==> src/rtl/spi_codec_pkg.sv <==
package spi_codec_pkg;

  localparam int FRAME_W = 32;
  localparam int HALF_W  = 16;
  localparam int ADDR_W  = 7;
  localparam int CODE_W  = 4;
  localparam int NIBBLES = FRAME_W / CODE_W;

  // Strobes issued by the sequencer towards the datapath.
  typedef struct packed {
    logic accept;    // latch the request, clear result accumulators
    logic launch;    // start shifting one frame
    logic selUpper;  // frame being launched carries the upper half
    logic capUpper;  // store finished reply into the upper result half
    logic capLower;  // store finished reply into the lower result half
  } codecStrobe_t;

  // Check code: seed 1010, folded with every nibble above the code field.
  function automatic logic [CODE_W-1:0] frameCode(input logic [FRAME_W-1:0] word);
    logic [CODE_W-1:0] acc;
    acc = 4'hA;
    for (int n = NIBBLES - 1; n >= 1; n--) begin
      acc = acc ^ word[n*CODE_W +: CODE_W];
    end
    return acc;
  endfunction

  function automatic logic [FRAME_W-1:0] buildFrame(input logic [ADDR_W-1:0] regAddr,
                                                     input logic [HALF_W-1:0] payload,
                                                     input logic              isWrite);
    logic [FRAME_W-1:0] word;
    word = '0;
    word[FRAME_W-1 -: HALF_W] = isWrite ? payload : '0;
    word[8 +: ADDR_W]         = regAddr;
    word[7]                   = isWrite;
    word[CODE_W-1:0]          = frameCode(word);
    return word;
  endfunction

endpackage

==> src/rtl/spi_codec_shifter.sv <==
module spi_codec_shifter
  import spi_codec_pkg::*;
#(
  parameter int HALF_CYC = 2
) (
  input  logic               clk,
  input  logic               rstN,
  input  logic               launch,
  input  logic [FRAME_W-1:0] txWord,
  input  logic               miso,
  output logic               sclk,
  output logic               mosi,
  output logic               csN,
  output logic               frameDone,
  output logic [FRAME_W-1:0] rxWord
);

  localparam int CNT_W = (HALF_CYC > 1) ? $clog2(HALF_CYC) : 1;
  localparam int BIT_W = $clog2(FRAME_W);

  logic               busy;
  logic               sclkQ;
  logic               doneQ;
  logic [CNT_W-1:0]   phaseCnt;
  logic [BIT_W-1:0]   bitIdx;
  logic [FRAME_W-1:0] txSh;
  logic [FRAME_W-1:0] rxSh;
  logic               phaseEnd;

  assign phaseEnd = (phaseCnt == CNT_W'(HALF_CYC - 1));

  always_ff @(posedge clk) begin
    if (!rstN) begin
      busy     <= 1'b0;
      sclkQ    <= 1'b0;
      doneQ    <= 1'b0;
      phaseCnt <= '0;
      bitIdx   <= '0;
      txSh     <= '0;
      rxSh     <= '0;
    end else begin
      doneQ <= 1'b0;
      if (launch && !busy) begin
        busy     <= 1'b1;
        txSh     <= txWord;
        phaseCnt <= '0;
        bitIdx   <= '0;
        sclkQ    <= 1'b0;
      end else if (busy) begin
        if (!phaseEnd) begin
          phaseCnt <= phaseCnt + 1'b1;
        end else begin
          phaseCnt <= '0;
          if (!sclkQ) begin
            sclkQ <= 1'b1;
            rxSh  <= {rxSh[FRAME_W-2:0], miso};
          end else begin
            sclkQ <= 1'b0;
            if (bitIdx == BIT_W'(FRAME_W - 1)) begin
              busy  <= 1'b0;
              doneQ <= 1'b1;
            end else begin
              bitIdx <= bitIdx + 1'b1;
              txSh   <= {txSh[FRAME_W-2:0], 1'b0};
            end
          end
        end
      end
    end
  end

  assign sclk      = sclkQ;
  assign mosi      = busy & txSh[FRAME_W-1];
  assign csN       = ~busy;
  assign frameDone = doneQ;
  assign rxWord    = rxSh;

endmodule

==> src/rtl/spi_codec_dp.sv <==
module spi_codec_dp
  import spi_codec_pkg::*;
#(
  parameter int                HALF_CYC = 2,
  parameter logic [ADDR_W-1:0] CMD_ADDR = 7'h50
) (
  input  logic                  clk,
  input  logic                  rstN,
  input  codecStrobe_t          strb,
  input  logic                  reqWrite,
  input  logic [ADDR_W-1:0]     reqAddr,
  input  logic [2*HALF_W-1:0]   reqData,
  input  logic                  miso,
  output logic                  sclk,
  output logic                  mosi,
  output logic                  csN,
  output logic                  frameDone,
  output logic [2*HALF_W-1:0]   doneData,
  output logic                  crcErr,
  output logic                  stateErr,
  output logic                  verifyErr
);

  logic                wrLat;
  logic [ADDR_W-1:0]   addrLat;
  logic [2*HALF_W-1:0] dataLat;
  logic [FRAME_W-1:0]  txWord;
  logic [FRAME_W-1:0]  rxWord;
  logic [ADDR_W-1:0]   frameAddr;
  logic [HALF_W-1:0]   framePayload;

  // Reply evaluation
  logic                capture;
  logic                codeOk;
  logic                healthBad;
  logic                trusted;
  logic [HALF_W-1:0]   replyData;
  logic [HALF_W-1:0]   sentHalf;
  logic                echoMismatch;
  logic [HALF_W-1:0]   keptHalf;
  logic [HALF_W-1:0]   upperAcc;
  logic [HALF_W-1:0]   lowerAcc;

  always_ff @(posedge clk) begin
    if (!rstN) begin
      wrLat   <= 1'b0;
      addrLat <= '0;
      dataLat <= '0;
    end else if (strb.accept) begin
      wrLat   <= reqWrite;
      addrLat <= reqAddr;
      dataLat <= reqData;
    end
  end

  assign frameAddr    = strb.selUpper ? addrLat + 1'b1 : addrLat;
  assign framePayload = strb.selUpper ? dataLat[2*HALF_W-1:HALF_W] : dataLat[HALF_W-1:0];
  assign txWord       = buildFrame(frameAddr, framePayload, wrLat);

  spi_codec_shifter #(
    .HALF_CYC(HALF_CYC)
  ) u_shifter (
    .clk      (clk),
    .rstN     (rstN),
    .launch   (strb.launch),
    .txWord   (txWord),
    .miso     (miso),
    .sclk     (sclk),
    .mosi     (mosi),
    .csN      (csN),
    .frameDone(frameDone),
    .rxWord   (rxWord)
  );

  assign capture      = strb.capUpper | strb.capLower;
  assign codeOk       = (rxWord[CODE_W-1:0] == frameCode(rxWord));
  assign healthBad    = rxWord[7];               // health values 2 and 3
  assign trusted      = codeOk & ~healthBad;
  assign replyData    = rxWord[FRAME_W-1 -: HALF_W];
  assign sentHalf     = strb.capUpper ? dataLat[2*HALF_W-1:HALF_W] : dataLat[HALF_W-1:0];
  assign echoMismatch = wrLat && (addrLat != CMD_ADDR) && (replyData != sentHalf);
  assign keptHalf     = trusted ? replyData : '0;

  always_ff @(posedge clk) begin
    if (!rstN) begin
      upperAcc  <= '0;
      lowerAcc  <= '0;
      crcErr    <= 1'b0;
      stateErr  <= 1'b0;
      verifyErr <= 1'b0;
    end else if (strb.accept) begin
      upperAcc  <= '0;
      lowerAcc  <= '0;
      crcErr    <= 1'b0;
      stateErr  <= 1'b0;
      verifyErr <= 1'b0;
    end else if (capture) begin
      if (strb.capUpper) upperAcc <= keptHalf;
      if (strb.capLower) lowerAcc <= keptHalf;
      if (!codeOk)                 crcErr    <= 1'b1;
      if (codeOk && healthBad)     stateErr  <= 1'b1;
      if (trusted && echoMismatch) verifyErr <= 1'b1;
    end
  end

  assign doneData = {upperAcc, lowerAcc};

endmodule

==> src/rtl/spi_codec_ctrl.sv <==
module spi_codec_ctrl
  import spi_codec_pkg::*;
#(
  parameter int GAP_W = 8
) (
  input  logic             clk,
  input  logic             rstN,
  input  logic             reqValid,
  input  logic             reqWide,
  input  logic [GAP_W-1:0] gapCycles,
  input  logic             frameDone,
  output logic             reqReady,
  output logic             doneValid,
  output codecStrobe_t     strb
);

  typedef enum logic [1:0] {
    ST_IDLE,
    ST_GAP,
    ST_SHIFT,
    ST_FINISH
  } seqState_t;

  seqState_t        state;
  logic [1:0]       frameIdx;
  logic [1:0]       lastIdx;
  logic             wideLat;
  logic [GAP_W-1:0] gapLat;
  logic [GAP_W-1:0] gapCnt;
  logic             gapOver;
  logic             upperReply;

  assign lastIdx    = wideLat ? 2'd2 : 2'd1;
  assign gapOver    = (gapCnt == gapLat);
  assign upperReply = wideLat && (frameIdx == 2'd1);

  always_comb begin
    strb          = '0;
    strb.accept   = (state == ST_IDLE) && reqValid;
    strb.launch   = (state == ST_GAP) && gapOver;
    strb.selUpper = wideLat && (frameIdx == 2'd0);
    if ((state == ST_SHIFT) && frameDone && (frameIdx != 2'd0)) begin
      strb.capUpper = upperReply;
      strb.capLower = !upperReply;
    end
  end

  assign reqReady  = (state == ST_IDLE);
  assign doneValid = (state == ST_FINISH);

  always_ff @(posedge clk) begin
    if (!rstN) begin
      state    <= ST_IDLE;
      frameIdx <= '0;
      wideLat  <= 1'b0;
      gapLat   <= '0;
      gapCnt   <= '0;
    end else begin
      case (state)
        ST_IDLE: begin
          if (reqValid) begin
            wideLat  <= reqWide;
            gapLat   <= gapCycles;
            gapCnt   <= gapCycles;   // first frame starts without a gap
            frameIdx <= '0;
            state    <= ST_GAP;
          end
        end
        ST_GAP: begin
          if (gapOver) state <= ST_SHIFT;
          else         gapCnt <= gapCnt + 1'b1;
        end
        ST_SHIFT: begin
          if (frameDone) begin
            if (frameIdx == lastIdx) begin
              state <= ST_FINISH;
            end else begin
              frameIdx <= frameIdx + 1'b1;
              gapCnt   <= '0;
              state    <= ST_GAP;
            end
          end
        end
        default: state <= ST_IDLE;
      endcase
    end
  end

endmodule

==> src/rtl/spi_reg_codec.sv <==
module spi_reg_codec
  import spi_codec_pkg::*;
#(
  parameter int                SCLK_HALF = 2,
  parameter int                GAP_W     = 8,
  parameter logic [ADDR_W-1:0] CMD_ADDR  = 7'h50
) (
  input  logic                clk,
  input  logic                rstN,
  input  logic [GAP_W-1:0]    gapCycles,
  input  logic                reqValid,
  output logic                reqReady,
  input  logic                reqWrite,
  input  logic                reqWide,
  input  logic [ADDR_W-1:0]   reqAddr,
  input  logic [2*HALF_W-1:0] reqData,
  output logic                doneValid,
  output logic [2*HALF_W-1:0] doneData,
  output logic                doneCrcErr,
  output logic                doneStateErr,
  output logic                doneVerifyErr,
  output logic                sclk,
  output logic                csN,
  output logic                mosi,
  input  logic                miso
);

  codecStrobe_t strb;
  logic         frameDone;

  spi_codec_ctrl #(
    .GAP_W(GAP_W)
  ) u_ctrl (
    .clk      (clk),
    .rstN     (rstN),
    .reqValid (reqValid),
    .reqWide  (reqWide),
    .gapCycles(gapCycles),
    .frameDone(frameDone),
    .reqReady (reqReady),
    .doneValid(doneValid),
    .strb     (strb)
  );

  spi_codec_dp #(
    .HALF_CYC(SCLK_HALF),
    .CMD_ADDR(CMD_ADDR)
  ) u_dp (
    .clk      (clk),
    .rstN     (rstN),
    .strb     (strb),
    .reqWrite (reqWrite),
    .reqAddr  (reqAddr),
    .reqData  (reqData),
    .miso     (miso),
    .sclk     (sclk),
    .mosi     (mosi),
    .csN      (csN),
    .frameDone(frameDone),
    .doneData (doneData),
    .crcErr   (doneCrcErr),
    .stateErr (doneStateErr),
    .verifyErr(doneVerifyErr)
  );

endmodule

==> config.mk <==
export PLATFORM = sky130hd
export DESIGN_NAME = spi_reg_codec
export DESIGN_NICKNAME = d
export VERILOG_FILES = /design/src/rtl/spi_codec_pkg.sv /design/src/rtl/spi_codec_shifter.sv /design/src/rtl/spi_codec_dp.sv /design/src/rtl/spi_codec_ctrl.sv /design/src/rtl/spi_reg_codec.sv
export SDC_FILE = /design/constraint.sdc
export NUM_CORES = 1
export LEC_CHECK = 0
export CORE_MARGIN = 2
export CORE_UTILIZATION = 55
export CTS_CLUSTER_SIZE = 28
export DETAILED_ROUTE_END_ITERATION = 6
export GPL_TIMING_DRIVEN = 0
export PLACE_DENSITY = 0.8
export SYNTH_ARGS = -nofsm -noshare
export SYNTH_HDL_FRONTEND = slang
export SYNTH_SLANG_ARGS = --single-unit
==> constraint.sdc <==
create_clock -name clk -period 4.1 [get_ports clk]
set_input_delay 0.82 -clock clk [delete_from_list [all_inputs] [get_ports clk]]
set_output_delay 0.82 -clock clk [all_outputs]
set_load 0.01 [all_outputs]
After elaboration in Yosys (flattened, before gate mapping):

Index checks and enable logic that the tools add are counted.

* flip-flop bits (word level): 169
* output and inout port bits: 40

* $add $sub $neg: 5
* equal/unequal tests: 16
* mux-type cells: 34
* bitwise gates (word level): 25
* reduce and logical (&&, ||, !) cells: 37

Operators with widths (count)
* 2-to-1 mux 32 bit: 5
* 2-to-1 mux 16 bit: 4
* XOR 4 bit: 11
* 2-to-1 mux 8 bit: 4
* one-hot mux 8 bit (3 select lines): 1
* 2-to-1 mux 2 bit: 9
* != test 16 bit: 1
* AND reduction 4 bit: 4
* AND reduction 2 bit: 7
* logical AND 1 bit: 11
* nonzero test 2 bit: 5
* adder 8 x 1 -> 8 bit (second input constant): 1
* equality test 8 bit: 1
* 2-to-1 mux 1 bit: 8
* != test 2 bit (second input constant): 4
* NOT 1 bit: 8
* adder 7 x 1 -> 7 bit (second input constant): 1
* 2-to-1 mux 7 bit: 1
* != test 7 bit (second input constant): 1
* one-hot mux 2 bit (3 select lines): 1
* adder 5 x 1 -> 5 bit (second input constant): 1
* equality test 5 bit (second input constant): 1
* AND reduction 5 bit: 1
* OR reduction 5 bit: 1
* other kinds (17): 25

Depth between registers and ports, before layout:

* word-level depth: 12
* mapped depth: 11
* mapped depth without buffers: 8

Cells and area by module:

A second synthesis with hierarchy kept.

* cells, all modules: 860
* area, all modules: 8104.0 µm²

Modules (own cells, without submodules)
* spi_codec_dp: times used 1, cells each 362, area an instance 3829.9 µm², sequential area each 1501.4 µm²
* spi_codec_shifter: times used 1, cells each 339, area an instance 2926.6 µm², sequential area each 1461.4 µm²
* spi_codec_ctrl: times used 1, cells each 159, area an instance 1347.5 µm², sequential area each 420.4 µm²

Worst setup path after synthesis:

Ideal clock, no wire load.

* path kind: reg2reg
* from: register u_ctrl.frameIdx[0]
* to: register u_dp.u_shifter.txSh[1]
* arrival: 1.979 ns
* required time: 3.972 ns
* path slack: 1.994 ns
* cell stages (with the launch flop): 11
* path buffers: 2
* period minus slack after synthesis: 2.106 ns
* cells stage by stage: dfxtp_1 > inv_1 > ha_1 > buf_2 > and2_1 > clkbuf_1 > o21ai_1 > xor2_1 > xnor3_1 > a222oi_1 > nor2_1

* word-level cells in the longest chain between the ends: 12
* elaborated cells between the ends (all ways): 13
* those cells by class: 4 x mux; 7 x bitwise; 2 x reduce/logical

Ends and longest elaborated chain
* start, declared: RTL line spi_codec_ctrl.sv:25 `logic [1:0] frameIdx;`
* start signal, assigned: RTL line spi_codec_ctrl.sv:78 `frameIdx <= frameIdx + 1'b1;`
* logical NOT 2 bit *: RTL line spi_codec_ctrl.sv:41 `strb.selUpper = wideLat && (frameIdx == 2'd0);`
* logical AND 1 bit *: RTL line spi_codec_ctrl.sv:41
* 2-to-1 mux 16 bit: RTL line spi_codec_dp.sv:57 `assign framePayload = strb.selUpper ? dataLat[2*HALF_W-1:HALF_W] : dataLat[HALF_W-1:0];`
* 2-to-1 mux 16 bit: RTL line spi_codec_pkg.sv:33 `word[FRAME_W-1 -: HALF_W] = isWrite ? payload : '0;`
* NOT 2 bit (no source line)
* XOR 4 bit (3 in a row): RTL line spi_codec_pkg.sv:23 `acc = acc ^ word[n*CODE_W +: CODE_W];`
* XOR 4 x 3 -> 4 bit: RTL line spi_codec_pkg.sv:23
* XOR 4 bit * (2 in a row): RTL line spi_codec_pkg.sv:23
* 2-to-1 mux 32 bit *: RTL line spi_codec_shifter.sv:43 `if (launch && !busy) begin`
* end signal, assigned: RTL line spi_codec_shifter.sv:45 `txSh <= txWord;`
* end signal, assigned: RTL line spi_codec_shifter.sv:64 `txSh <= {txSh[FRAME_W-2:0], 1'b0};`
* end, declared: RTL line spi_codec_shifter.sv:26 `logic [FRAME_W-1:0] txSh;`

Every way passes the cells marked *; elsewhere a longest branch is shown, timed or not.
A chain may end at the register's enable or synchronous reset.

Worst setup path in the final report:

* from: register u_dp.u_shifter.busy
* to: output port mosi

* word-level cells in the longest chain between the ends: 1

Ends and longest elaborated chain
* start, declared: RTL line spi_codec_shifter.sv:21 `logic busy;`
* start signal, assigned: RTL line spi_codec_shifter.sv:34 `busy <= 1'b0;`
* start signal, assigned: RTL line spi_codec_shifter.sv:44 `busy <= 1'b1;`
* start signal, assigned: RTL line spi_codec_shifter.sv:60 `busy <= 1'b0;`
* AND 1 bit: RTL line spi_codec_shifter.sv:73 `assign mosi = busy & txSh[FRAME_W-1];`
* end, declared: RTL line spi_reg_codec.sv:24 `output logic mosi,`

Every way passes these cells.

==> flow_summary.yaml <==
timing:
  fin_skew_ns: 0.0113
  min_period_ns: 2.68
  fin_setup_tns_ns: 0
  whs_ns: 0.447
  rsz0062_at_grt: "false"
  finalWorstSetupSlack_ns: 1.42
  setup-violations-final: 0
  period_share_pct: 65.3
  slew_viol_final: 0
  timing.fmax_mhz: 374
  relSlewSlack_pct: 52.4
  hold_viol: 0
  worst_pin_slew_ns: 0.707
final_layout:
  fin_nets: 1209
  regArea_um2: 3380
  num_antenna_cells: 0
  area_delta_synth_final_pct: 21.1
  drive_gt1_share_pct: 5.54
  multi_input_area_um2: 4320
  fill_cells: 1235
  final_design_area_no_fill_um2: 9910
synthesis:
  yosys.area.top_type: "dfxtp_1"
  synth_top_family_by_area: "simple AND/OR/NAND/NOR gates"
  async_reset_ff_share_pct: 0
  synth_common_cells: "nand2_1 (276), dfxtp_1 (169), a21oi_1 (152)"
  synth-simple-area-share_pct: 23.5
  synth_edf_count: 0
  netlist_instances: 1033
  synth_nets: 1098
  yosys.area_share.adder_pct: 1.83
  yosysUniqueCellTypes: 55
  post-synth-top-count-cell: "nand2_1"
  syn-cell-area_um2: 8180
  ys_seq_area_share_pct: 41.3
  synth_seq_cells: 169
  synth_compound_area_share_pct: 17.4
  synth_top_area_share_pct: 41.3
  yosys_most_used_dff: "dfxtp_1"
  synth_xor_area_share_pct: 9.59
  yosysWarnings: 0
  synthTopCellsByArea: "dfxtp_1 (41%), nand2_1 (13%), a21oi_1 (9.3%), xnor2_1 (6.2%), nand4b_1 (3.5%)"
  syn_area_per_cell_um2: 7.92
  muxShareOfSynthArea_pct: 0.489
power_and_ir_drop:
  ir_drop_mv: 0.300
  total_power_w: 0.00453
  p_leak_nw: 3.46
  power_per_cell_area_nw_per_um2: 457
drt:
  drt_iter0_markers: 773
  routed_via_density: 5.77
  dr.pass1.iters: 7
  drc: 2
  wl_per_cell_um: 16.8
  dr_total_vias: 7732
  drt-total-wl_um: 22500
  ant_nets: 0
die:
  die_width_um: 126
  coreArea_um2: 14500
  ios: 93
  start_util_pct: 56.3
  dieArea_um2: 15900
  row_count: 44
  die_h_um: 126
placed_design:
  placed_cell_area_um2: 9330
  pre_cts_slack_ns: 1.15
  hpwl_um: 16300
  io_buffers: 92
  gp_congestion: 0.979
worst_setup_path:
  worst-r2r-cell-count: 10
  crit_required_ns: 3.28
  reg2reg_from: "u_ctrl.frameIdx[0]"
  crit_start: "u_dp.u_shifter.busy"
  cp-end-kind: "output port"
  start_kind: "flop"
  critPathCapture: "mosi"
  reg2reg_to: "u_dp.verifyErr"
  critPathKind: "flop to output port"
  r2r_slack_ns: 1.48
  worstPathArrival_ns: 1.86
  critPathMaxFanout: 8
cts:
  cts_setup_buffers: 0
  cts_hold_buffers: 0
  path_clk_slew_ns: 0.06
  cts_tree: "yes"
  numCtsBuffers: 17
  htree_num_levels: 4
  cts_buffer_depth: 2
  post_cts_resized: 0
  cts_sinks: 169
  clock_tree.root_cell: "clkbuf_16"
  clkLatencyLatePin_ns: 0.44
run_status:
  status: "complete, but fails checks"
  violations: "DRC"
global_route:
  overflow: 0
  grt_pass1_vias: 7267
  grt_max_degree: 17
  grt.total_usage_pct: 28.4
  grt_pass1_wl_um: 36100
  antenna_found_initial: 0
hold_path:
  hp-start: "u_dp.upperAcc[10]"
  hold_path_class: "flop to flop"
flow_run:
  max_cap_viol_count: 0
-- flip-flops by register name, indices dropped and copies added (netlist names) --
register and flops:
u_ctrl.frameIdx 2, u_ctrl.gapCnt 8, u_ctrl.gapLat 8, u_ctrl.state 2
u_ctrl.wideLat 1, u_dp.addrLat 7, u_dp.crcErr 1, u_dp.dataLat 32
u_dp.lowerAcc 16, u_dp.stateErr 1, u_dp.u_shifter.bitIdx 5, u_dp.u_shifter.busy 1
u_dp.u_shifter.frameDone 1, u_dp.u_shifter.phaseCnt 1, u_dp.u_shifter.rxWord 32, u_dp.u_shifter.sclk 1
u_dp.u_shifter.txSh 32, u_dp.upperAcc 16, u_dp.verifyErr 1, u_dp.wrLat 1
-- through the flow --
stage                     util (%)  std cells
after floorplan                  -       1033
final                         68.2       1340
after global routing          68.2       1340
after global placement        64.2       1309
after detailed placement      64.2       1309
after CTS                     68.2       1340
-- layer usage --
metal | track usage [%] | part of all wire (%)
met4 | 15.1 | 4.0
met2 | 47.0 | 47
met3 | 4.80 | 7.0
met1 | 35.5 | 42
met5 | 0 | 0
-- layout make-up --
cell class	count	area share, %
tap	184	2.32
multi-input combinational	757	43.5
clock buffer	25	5.20
buffer	83	3.96
inverter	24	0.909
clock inverter	6	0.631
timing repair buffer	92	9.29
sequential	169	34.1
-- worst min path at each step --
stage,end,depth (start not counted),slack (ns)
final,u_dp.upperAcc[10],2,0.45
after CTS,u_dp.lowerAcc[9],2,0.45
after global routing,u_dp.lowerAcc[2],2,0.46
after detailed placement,u_dp.u_shifter.txSh[15],2,0.44
after floorplan,u_dp.u_shifter.txSh[4],2,0.43
after global placement,u_dp.u_shifter.txSh[6],2,0.44
-- cell usage in the layout (no fill, tap or decap), drive strengths merged, types with 4 or more instances in the layout --
cell type,synthesis,final
dfxtp,169,169
o21ai,25,25
clkdlybuf4s50,0,92
buf,34,34
a22oi,13,13
nand3,9,9
nand4b,33,33
mux2i,4,4
ha,12,12
a31oi,5,5
and2,10,10
o22ai,8,8
o21a,12,12
and3,9,9
xnor2,58,58
nand2,276,276
nor2,30,30
nor3,5,5
xor2,21,21
nor4,7,7
a21boi,5,5
a21oi,152,152
nand2b,5,5
inv,23,23
clkbuf,49,74
nand4,11,11
nor3b,5,5
o2bb2ai,4,4
a221oi,7,7
-- critical path, stage by stage (launching register included) --
cell and delay, ns:
dfxtp_1 0.30, clkbuf_1 0.39, and2_1 0.20, clkdlybuf4s50_1 0.53
-- power by group --
| group | switching [W] | internal [W] | total [W] | leakage [nW] |
|---|---|---|---|---|
| clock network | 0.000648 | 0.000928 | 0.00158 | 0.277 |
| logic | 0.000591 | 0.000409 | 0.00100 | 1.81 |
| registers | 0.000177 | 0.00178 | 0.00195 | 1.37 |
| total | 0.00142 | 0.00311 | 0.00453 | 3.46 |
-- cell families after synthesis --
family          Yosys count
compound gates          246
simple gates            412
mux                       4
fa+ha+maj                12
xor+xnor                 83
flops                   169
buf+inv                 107
(Power assumes the default switching activity.)
